File: src/rtl/acc_pkg.sv
package acc_pkg;
  typedef enum logic [2:0] {
    OP_LOAD  = 3'd0,
    OP_OR    = 3'd1,
    OP_AND   = 3'd2,
    OP_XOR   = 3'd3,
    OP_ADD   = 3'd4,
    OP_SUBMD = 3'd5,
    OP_SHL   = 3'd6,
    OP_SUBDM = 3'd7
  } acc_op_e;

  function automatic logic op_reads_mem(acc_op_e op);
    return op != OP_SHL;
  endfunction

  function automatic logic op_writes_flag(acc_op_e op);
    return op[2];
  endfunction
endpackage

File: src/rtl/acc_addsub.sv
module acc_addsub #(
  parameter int W = 8
) (
  input  logic [W-1:0] x_i,
  input  logic [W-1:0] y_i,
  input  logic         sub_i,
  output logic [W-1:0] sum_o,
  output logic         cout_o
);
  logic [W:0]   c;
  logic [W-1:0] yy;

  assign c[0] = sub_i;

  for (genvar i = 0; i < W; i++) begin : g_bit
    assign yy[i]    = y_i[i] ^ sub_i;
    assign sum_o[i] = x_i[i] ^ yy[i] ^ c[i];
    assign c[i+1]   = (x_i[i] & yy[i]) | (c[i] & (x_i[i] ^ yy[i]));
  end

  assign cout_o = c[W];
endmodule

File: src/rtl/acc_alu.sv
module acc_alu
  import acc_pkg::*;
#(
  parameter int W = 8
) (
  input  acc_op_e      op_i,
  input  logic [W-1:0] mem_i,
  input  logic [W-1:0] acc_i,
  input  logic         flag_i,
  output logic [W-1:0] res_o,
  output logic         flag_o
);
  logic [W-1:0] ax, ay, asum;
  logic         asub, acout;

  // operand steering: the subtract order decides which side is inverted
  always_comb begin
    ax   = mem_i;
    ay   = acc_i;
    asub = 1'b0;
    unique case (op_i)
      OP_SUBMD: asub = 1'b1;
      OP_SUBDM: begin ax = acc_i; ay = mem_i; asub = 1'b1; end
      default: ;
    endcase
  end

  acc_addsub #(.W(W)) u_addsub (
    .x_i(ax), .y_i(ay), .sub_i(asub), .sum_o(asum), .cout_o(acout)
  );

  always_comb begin
    res_o  = acc_i;
    flag_o = flag_i;
    unique case (op_i)
      OP_LOAD:  res_o = mem_i;
      OP_OR:    res_o = mem_i | acc_i;
      OP_AND:   res_o = mem_i & acc_i;
      OP_XOR:   res_o = mem_i ^ acc_i;
      OP_ADD, OP_SUBMD, OP_SUBDM: begin
        res_o  = asum;
        flag_o = acout;
      end
      OP_SHL: begin
        res_o  = {acc_i[W-2:0], 1'b0};
        flag_o = acc_i[W-1];
      end
      default: ;
    endcase
  end
endmodule

File: src/rtl/acc_ctrl.sv
module acc_ctrl #(
  parameter int DONE_LAT = 1
) (
  input  logic clk_i,
  input  logic rst_ni,
  input  logic start_i,
  input  logic reads_mem_i,
  output logic ptr_inc_o,
  output logic done_o
);
  localparam int STAGES = DONE_LAT + 1;

  logic [STAGES-1:0] pipe_q;
  logic              inc_q;

  always_ff @(posedge clk_i or negedge rst_ni) begin
    if (!rst_ni) begin
      pipe_q <= '0;
      inc_q  <= 1'b0;
    end else begin
      pipe_q <= {pipe_q[STAGES-2:0], start_i};
      inc_q  <= start_i & reads_mem_i;
    end
  end

  assign ptr_inc_o = inc_q;
  assign done_o    = pipe_q[STAGES-1];


  a_r11_done_follows: assert property (@(posedge clk_i) disable iff (!rst_ni)
    start_i |=> ##1 done_o);

  a_r10_inc_pulse: assert property (@(posedge clk_i) disable iff (!rst_ni)
    (start_i && reads_mem_i) |=> ptr_inc_o);
  a_r10_no_inc_idle: assert property (@(posedge clk_i) disable iff (!rst_ni)
    !start_i |=> !ptr_inc_o);
endmodule

File: src/rtl/acc_unit.sv
module acc_unit
  import acc_pkg::*;
#(
  parameter int W = 8
) (
  input  logic         clk_i,
  input  logic         rst_ni,
  input  logic         start_i,
  input  logic [2:0]   op_i,
  input  logic [W-1:0] mem_i,
  output logic         mem_rd_o,
  output logic [W-1:0] acc_o,
  output logic         flag_o,
  output logic         ptr_inc_o,
  output logic         done_o
);
  acc_op_e      op;
  logic [W-1:0] acc_q, res;
  logic         flag_q, flag_n, reads_mem;

  assign op        = acc_op_e'(op_i);
  assign reads_mem = op_reads_mem(op);
  assign mem_rd_o  = start_i & reads_mem;

  acc_alu #(.W(W)) u_alu (
    .op_i(op), .mem_i(mem_i), .acc_i(acc_q), .flag_i(flag_q),
    .res_o(res), .flag_o(flag_n)
  );

  always_ff @(posedge clk_i or negedge rst_ni) begin
    if (!rst_ni) begin
      acc_q  <= '0;
      flag_q <= 1'b0;
    end else if (start_i) begin
      acc_q  <= res;
      flag_q <= flag_n;
    end
  end

  acc_ctrl #(.DONE_LAT(1)) u_ctrl (
    .clk_i(clk_i), .rst_ni(rst_ni), .start_i(start_i),
    .reads_mem_i(reads_mem), .ptr_inc_o(ptr_inc_o), .done_o(done_o)
  );

  assign acc_o  = acc_q;
  assign flag_o = flag_q;


  a_r2_load: assert property (@(posedge clk_i) disable iff (!rst_ni)
    (start_i && op_i == 3'd0) |=> acc_o == $past(mem_i));

  a_r4_flag_kept: assert property (@(posedge clk_i) disable iff (!rst_ni)
    (start_i && !op_i[2]) |=> flag_o == $past(flag_o));

  a_r8_shift: assert property (@(posedge clk_i) disable iff (!rst_ni)
    (start_i && op_i == 3'd6) |=>
      (acc_o == {$past(acc_o[W-2:0]), 1'b0} && flag_o == $past(acc_o[W-1])));

  a_r9_shift_no_read: assert property (@(posedge clk_i) disable iff (!rst_ni)
    (start_i && op_i == 3'd6) |-> !mem_rd_o);
  a_r9_shift_no_inc: assert property (@(posedge clk_i) disable iff (!rst_ni)
    (start_i && op_i == 3'd6) |=> !ptr_inc_o);

  a_r12_hold: assert property (@(posedge clk_i) disable iff (!rst_ni)
    !start_i |=> ($stable(acc_o) && $stable(flag_o)));
endmodule

File: config.mk
export PLATFORM = sky130hd
export DESIGN_NAME = acc_unit
export DESIGN_NICKNAME = d
export VERILOG_FILES = /design/src/rtl/acc_pkg.sv /design/src/rtl/acc_addsub.sv /design/src/rtl/acc_alu.sv /design/src/rtl/acc_ctrl.sv /design/src/rtl/acc_unit.sv
export SDC_FILE = /design/constraint.sdc
export NUM_CORES = 1
export LEC_CHECK = 0
export ABC_AREA = 1
export ABC_CLOCK_PERIOD_IN_PS = 11700
export BUFFER_PORTS_ARGS = -buffer_cell sky130_fd_sc_hd__buf_2
export CAP_MARGIN = 20
export CORE_ASPECT_RATIO = 0.9
export CORE_MARGIN = 8
export CORE_UTILIZATION = 60
export DETAILED_ROUTE_END_ITERATION = 8
export PLACE_DENSITY = 0.89
export SKIP_CTS_REPAIR_TIMING = 1
export SLEW_MARGIN = 25
export SYNTH_ARGS = -nofsm -noshare
export SYNTH_HDL_FRONTEND = slang
export SYNTH_HIERARCHICAL = 1
export SYNTH_SLANG_ARGS = --single-unit
File: constraint.sdc
create_clock -name clk_i -period 11.7 [get_ports clk_i]
set_input_delay 1.17 -clock clk_i [delete_from_list [all_inputs] [get_ports clk_i]]
set_output_delay 1.17 -clock clk_i [all_outputs]
set_load 0.05 [all_outputs]
* Word-level counts from Yosys, hierarchy flattened *
Index checks and enable logic that the tools add are counted.

word-level totals
  register bits after elaboration = 12
  bits of input ports = 14
  output and inout bits = 12
  logic and storage cells = 74

operators by class
  eq/ne operators = 8
  multiplexer cells = 5
  bitwise operators = 52
  reductions and logical operators = 5

operator list
  kind                                                                    number
  8-bit case mux with 6 select lines                                      1
  1-bit XOR                                                               24
  1-bit bitwise AND                                                       17
  8-bit two-way mux                                                       2
  3-bit equality test (second input constant)                             4
  8-bit bitwise AND                                                       1
  1-bit bitwise OR                                                        8
  8-bit bitwise OR                                                        1
  8-bit XOR                                                               1
  3-bit by 2-bit equality test with 1-bit output (second input constant)  2
  3-bit by 1-bit equality test with 1-bit output (second input constant)  1
  3-bit logical NOT                                                       1
  3-bit inequality test (second input constant)                           1
  3-bit OR reduction                                                      1
  1-bit case mux with 2 select lines                                      1
  2-bit AND reduction                                                     1
  2-bit nonzero test                                                      1
  2-bit OR reduction                                                      1
  1-bit two-way mux                                                       1

* Depth between registers and ports, before layout *
  depth after elaboration = 22
  depth in mapped cells = 25
  gate-level depth less buffers = 22

* Hierarchy *
The synthesis kept the hierarchy.

modules (own cells, without submodules)
  module      instances  cells an instance  area an instance (um^2)  sequential area each (um^2)
  acc_alu     1          174                1,019.7                  0.0
  acc_unit    1          42                 356.6                    225.2
  acc_addsub  1          57                 335.3                    0.0
  acc_ctrl    1          5                  82.6                     75.1

* Worst setup path after synthesis *
OpenSTA, ideal clock, no wires.

  kind = input to register
  start = in op_i[0]
  end = reg acc_q[7], in the netlist acc_o[7]
  library setup time = 0.120 ns
  arrival time = 4.928 ns
  data required time = 11.580 ns
  path slack = 6.653 ns
  stages = 25
  path buffers = 3
  cells stage by stage = buf_6 inv_4 buf_4 nor2_1 nand2_1 nand2_1 buf_6 inv_2 nand2_1 nand2_1 fa_1 inv_1 fa_1 fa_1 fa_1 fa_1 fa_1 inv_1 fa_1 nand3_1 nand2_1 nor2_2 nand3_1 nand2_1 nand2_1

on the way
  cells in the longest elaborated chain, start to end = 21
  elaborated cells between the ends (all ways) = 52
  those cells by class = eq/ne (7); mux (4); bitwise (38); reduce/logical (3)

ends and longest elaborated chain
  what                                    RTL line          RTL
  start, declared                         acc_unit.sv:9     input logic [2:0] op_i,
  3-bit equality test                     acc_alu.sv:21     unique case (op_i)
  2-bit OR reduction (no line) (*)        -
  1-bit two-way mux (*)                   acc_alu.sv:21
  named net u_alu.asub                    acc_alu.sv:14     logic asub, acout;
  1-bit XOR                               acc_addsub.sv:16  assign yy[i] = y_i[i] ^ sub_i;
  1-bit XOR                               acc_addsub.sv:18  assign c[i+1] = (x_i[i] & yy[i]) | (c[i] & (x_i[i] ^ yy[i]));
  1-bit bitwise AND                       acc_addsub.sv:18
  1-bit bitwise OR                        acc_addsub.sv:18
  (+8 left out)                           -
  1-bit bitwise AND                       acc_addsub.sv:18
  1-bit bitwise OR                        acc_addsub.sv:18
  1-bit bitwise AND                       acc_addsub.sv:18
  1-bit bitwise OR                        acc_addsub.sv:18
  1-bit XOR (*)                           acc_addsub.sv:17  assign sum_o[i] = x_i[i] ^ yy[i] ^ c[i];
  named net u_alu.asum[7]                 acc_alu.sv:13     logic [W-1:0] ax, ay, asum;
  8-bit case mux with 6 select lines (*)  acc_alu.sv:35     unique case (op_i)
  named net res[7]                        acc_unit.sv:18    logic [W-1:0] acc_q, res;
  end signal, assigned                    acc_unit.sv:35    acc_q <= res;
  end, declared                           acc_unit.sv:18

The timed path passes the listed nets; every way through them passes the cells marked *.
A chain may end at the register's enable or synchronous reset.

* Final worst setup path *
  start = in op_i[1]
  end = reg acc_q[7], in the netlist acc_o[7]

Same word-level chain as after synthesis.

==> impl_metrics.yaml <==
clocking:
  clockBufferDepth: 2
  clock-sinks: 12
  path_clk_slew_ns: 0.07
  root_buffer: "clkbuf_4"
  insertion_delay_ns: 0.27
  numCtsBuffers: 3
  cts_tree: "yes"
  htreeDepth: 1
sta:
  fin_tns_setup_ns: 0
  slew_headroom_pct: 61.97
  setup_viol: 0
  rsz0062_at_grt: "false"
  post-route-min-period_ns: 5.745
  worstMarginPinSlew_ns: 0.5705
  fin_skew_ns: 0.004039
  worst_slack_ns: 5.955
  hold_viol_final: 0
  maxSlewViolCount: 0
  fin_hold_ws_ns: 0.3525
  maxClockFrequency_mhz: 174.1
  min_period_over_period_pct: 49.10
yosys:
  yosys_warnings: 6
  synth_largest_area_cell: "nand2_1"
  synthTopCellsByArea: "nand2_1, dfrtp_1, ha_1"
  synth_top_area_share_pct: 21.97
  syn_area_um2: 1794
  synth_cells: 278
  synth-seq-cells: 12
  synth-seq-area-share_pct: 16.74
  ys_types: 20
  syn_nets: 315
  avgSynthCellArea_um2: 6.454
min_path:
  hold_path.class: "reg2reg"
  hold_depth: 0
drt:
  num_vias: 1814
  wirelength_um: 4227
  wl_per_cell_um: 12.58
  viasPerCell: 5.399
  ant_nets: 0
  drt-initial-drc-count: 122
  first_pass_iters: 4
  drcViolationCount: 0
global_routing:
  grt_usage_pct: 17.47
  grt_pass1_wl_um: 7072
  antenna_found_initial: 0
  grt_pass1_vias: 1702
  grt_overflow: 0
  grt_max_degree: 34
worst_setup_path:
  start_kind: "primary input"
  crit_path_end_kind: "flip-flop"
  crit_fanout: 33
  r2r_slack_ns: 7.63
  cp.required_ns: 11.87
  path_class: "in2reg"
  reg2reg_depth: 19
  arrival_ns: 5.91
die:
  die_x_um: 73.64
  placementRows: 19
  core_um2: 2948
  io_pins: 26
  die_y_um: 67.88
  die_area_um2: 4999
  start_util_pct: 60.87
power:
  power.leakage_nw: 1.111
  ir_drop_uv: 142.0
  p_per_area_nw_per_um2: 134.3
outcome:
  status: "complete, no violations"
job:
  maxCapViolCount: 0
final_layout:
  num-fill-cells: 320
  final_cell_count_no_fill: 336
  nNetsFinal: 332
  area_delta_synth_final_pct: 4.254
  n_antenna_cell: 0
  final_common_cell: "nand2_1"
  postLayoutCellArea_um2: 1871
  drive_above_1_share_pct: 13.95
  final_cell_mix: "nand2_1, inv_1, buf_2, nand4_1"
placed_design:
  hpwl_um: 3227
  io_buffers: 25
  dp_slack_ns: 5.672
  dp.cells: 332
  gp_congestion: 0.8757
  placed_area_um2: 1834
-- critical path, stage by stage --
cell and delay [ns]:
buf_2 0.46, nand3_2 0.57, nand2_1 0.47, nand2_1 0.10
nand2_1 0.09, fa_1 0.17, inv_1 0.05, fa_1 0.37
fa_1 0.39, fa_1 0.39, fa_1 0.39, fa_1 0.37
inv_1 0.08, fa_1 0.41, nand3_1 0.09, nand2_1 0.06
nor2_2 0.09, nand3_1 0.06, nand2_1 0.06, nand2_1 0.05
-- cell usage after synthesis, drive strengths merged --
| cell | count |
|---|---|
| nand3 | 18 |
| nand2 | 107 |
| buf | 13 |
| fa | 7 |
| ha | 16 |
| nor2 | 10 |
| inv | 52 |
| dfrtp | 12 |
| o21ai | 16 |
| nand4 | 25 |
| nor3 | 2 |
-- cell families (layout without fill, tap and decap cells) --
family	Yosys count	after routing	synth area share, %
adders and majority gates	23	23	18.97
AOI/OAI and AO/OA	16	16	4.463
and+or+nand+nor	162	162	41.14
buffers and inverters	65	81	18.69
DFF	12	12	16.74
-- state kept, by name (all words and copies together), names as in the netlist --
signal	count
u_ctrl/ptr_inc_o	1
flag_o	1
acc_o	8
u_ctrl/pipe_q	2
-- per-layer routing --
layer	track usage (%)	wire [µm]	share of wire [%]
met3	2.635	224	5.3
met2	32.15	2142	51
met5	0	0	0
met4	5.970	78	1.8
met1	20.26	1781	42
-- metrics by stage --
| stage | power (mW) | util (%) |
|---|---|---|
| 6_report | 0.2512 | 63.46 |
| 5_1_grt | 0.2740 | 63.46 |
| 4_1_cts | 0.2520 | 63.46 |
| 3_5_place_dp | 0.2185 | 62.22 |
| 3_3_place_gp | 0.2122 | 62.22 |
| 2_1_floorplan | 0.1828 | - |
-- layout make-up --
type	count	area, µm²	area share (%)
Clock buffer	4	36.28	1.940
Inverter	52	197.7	10.57
Timing Repair Buffer	25	125.1	6.689
Tap cell	42	52.55	2.809
Sequential cell	12	300.3	16.05
Multi-Input combinational cell	201	1159	61.94
-- path summary, 6_finish.rpt --
check,startpoint,end
setup / recovery,op_i[1],acc_o[7]$_DFFE_PN0P_
hold / removal,u_ctrl/pipe_q[0]$_DFF_PN0_,u_ctrl/pipe_q[1]$_DFF_PN0_
setup reg to reg,acc_o[0]$_DFFE_PN0P_,acc_o[7]$_DFFE_PN0P_
hold reg to reg,u_ctrl/pipe_q[0]$_DFF_PN0_,u_ctrl/pipe_q[1]$_DFF_PN0_
max in group asynchronous,rst_ni,flag_o$_DFFE_PN0P_
min in group asynchronous,rst_ni,acc_o[0]$_DFFE_PN0P_
-- report_power, final --
group / internal (mW) / switching, mW / leakage [nW]
registers: 0.0503 / 0.0153 / 0.149
clock network: 0.0189 / 0.0137 / 0.0210
logic: 0.0490 / 0.104 / 0.941
(Power assumes the default switching activity.)
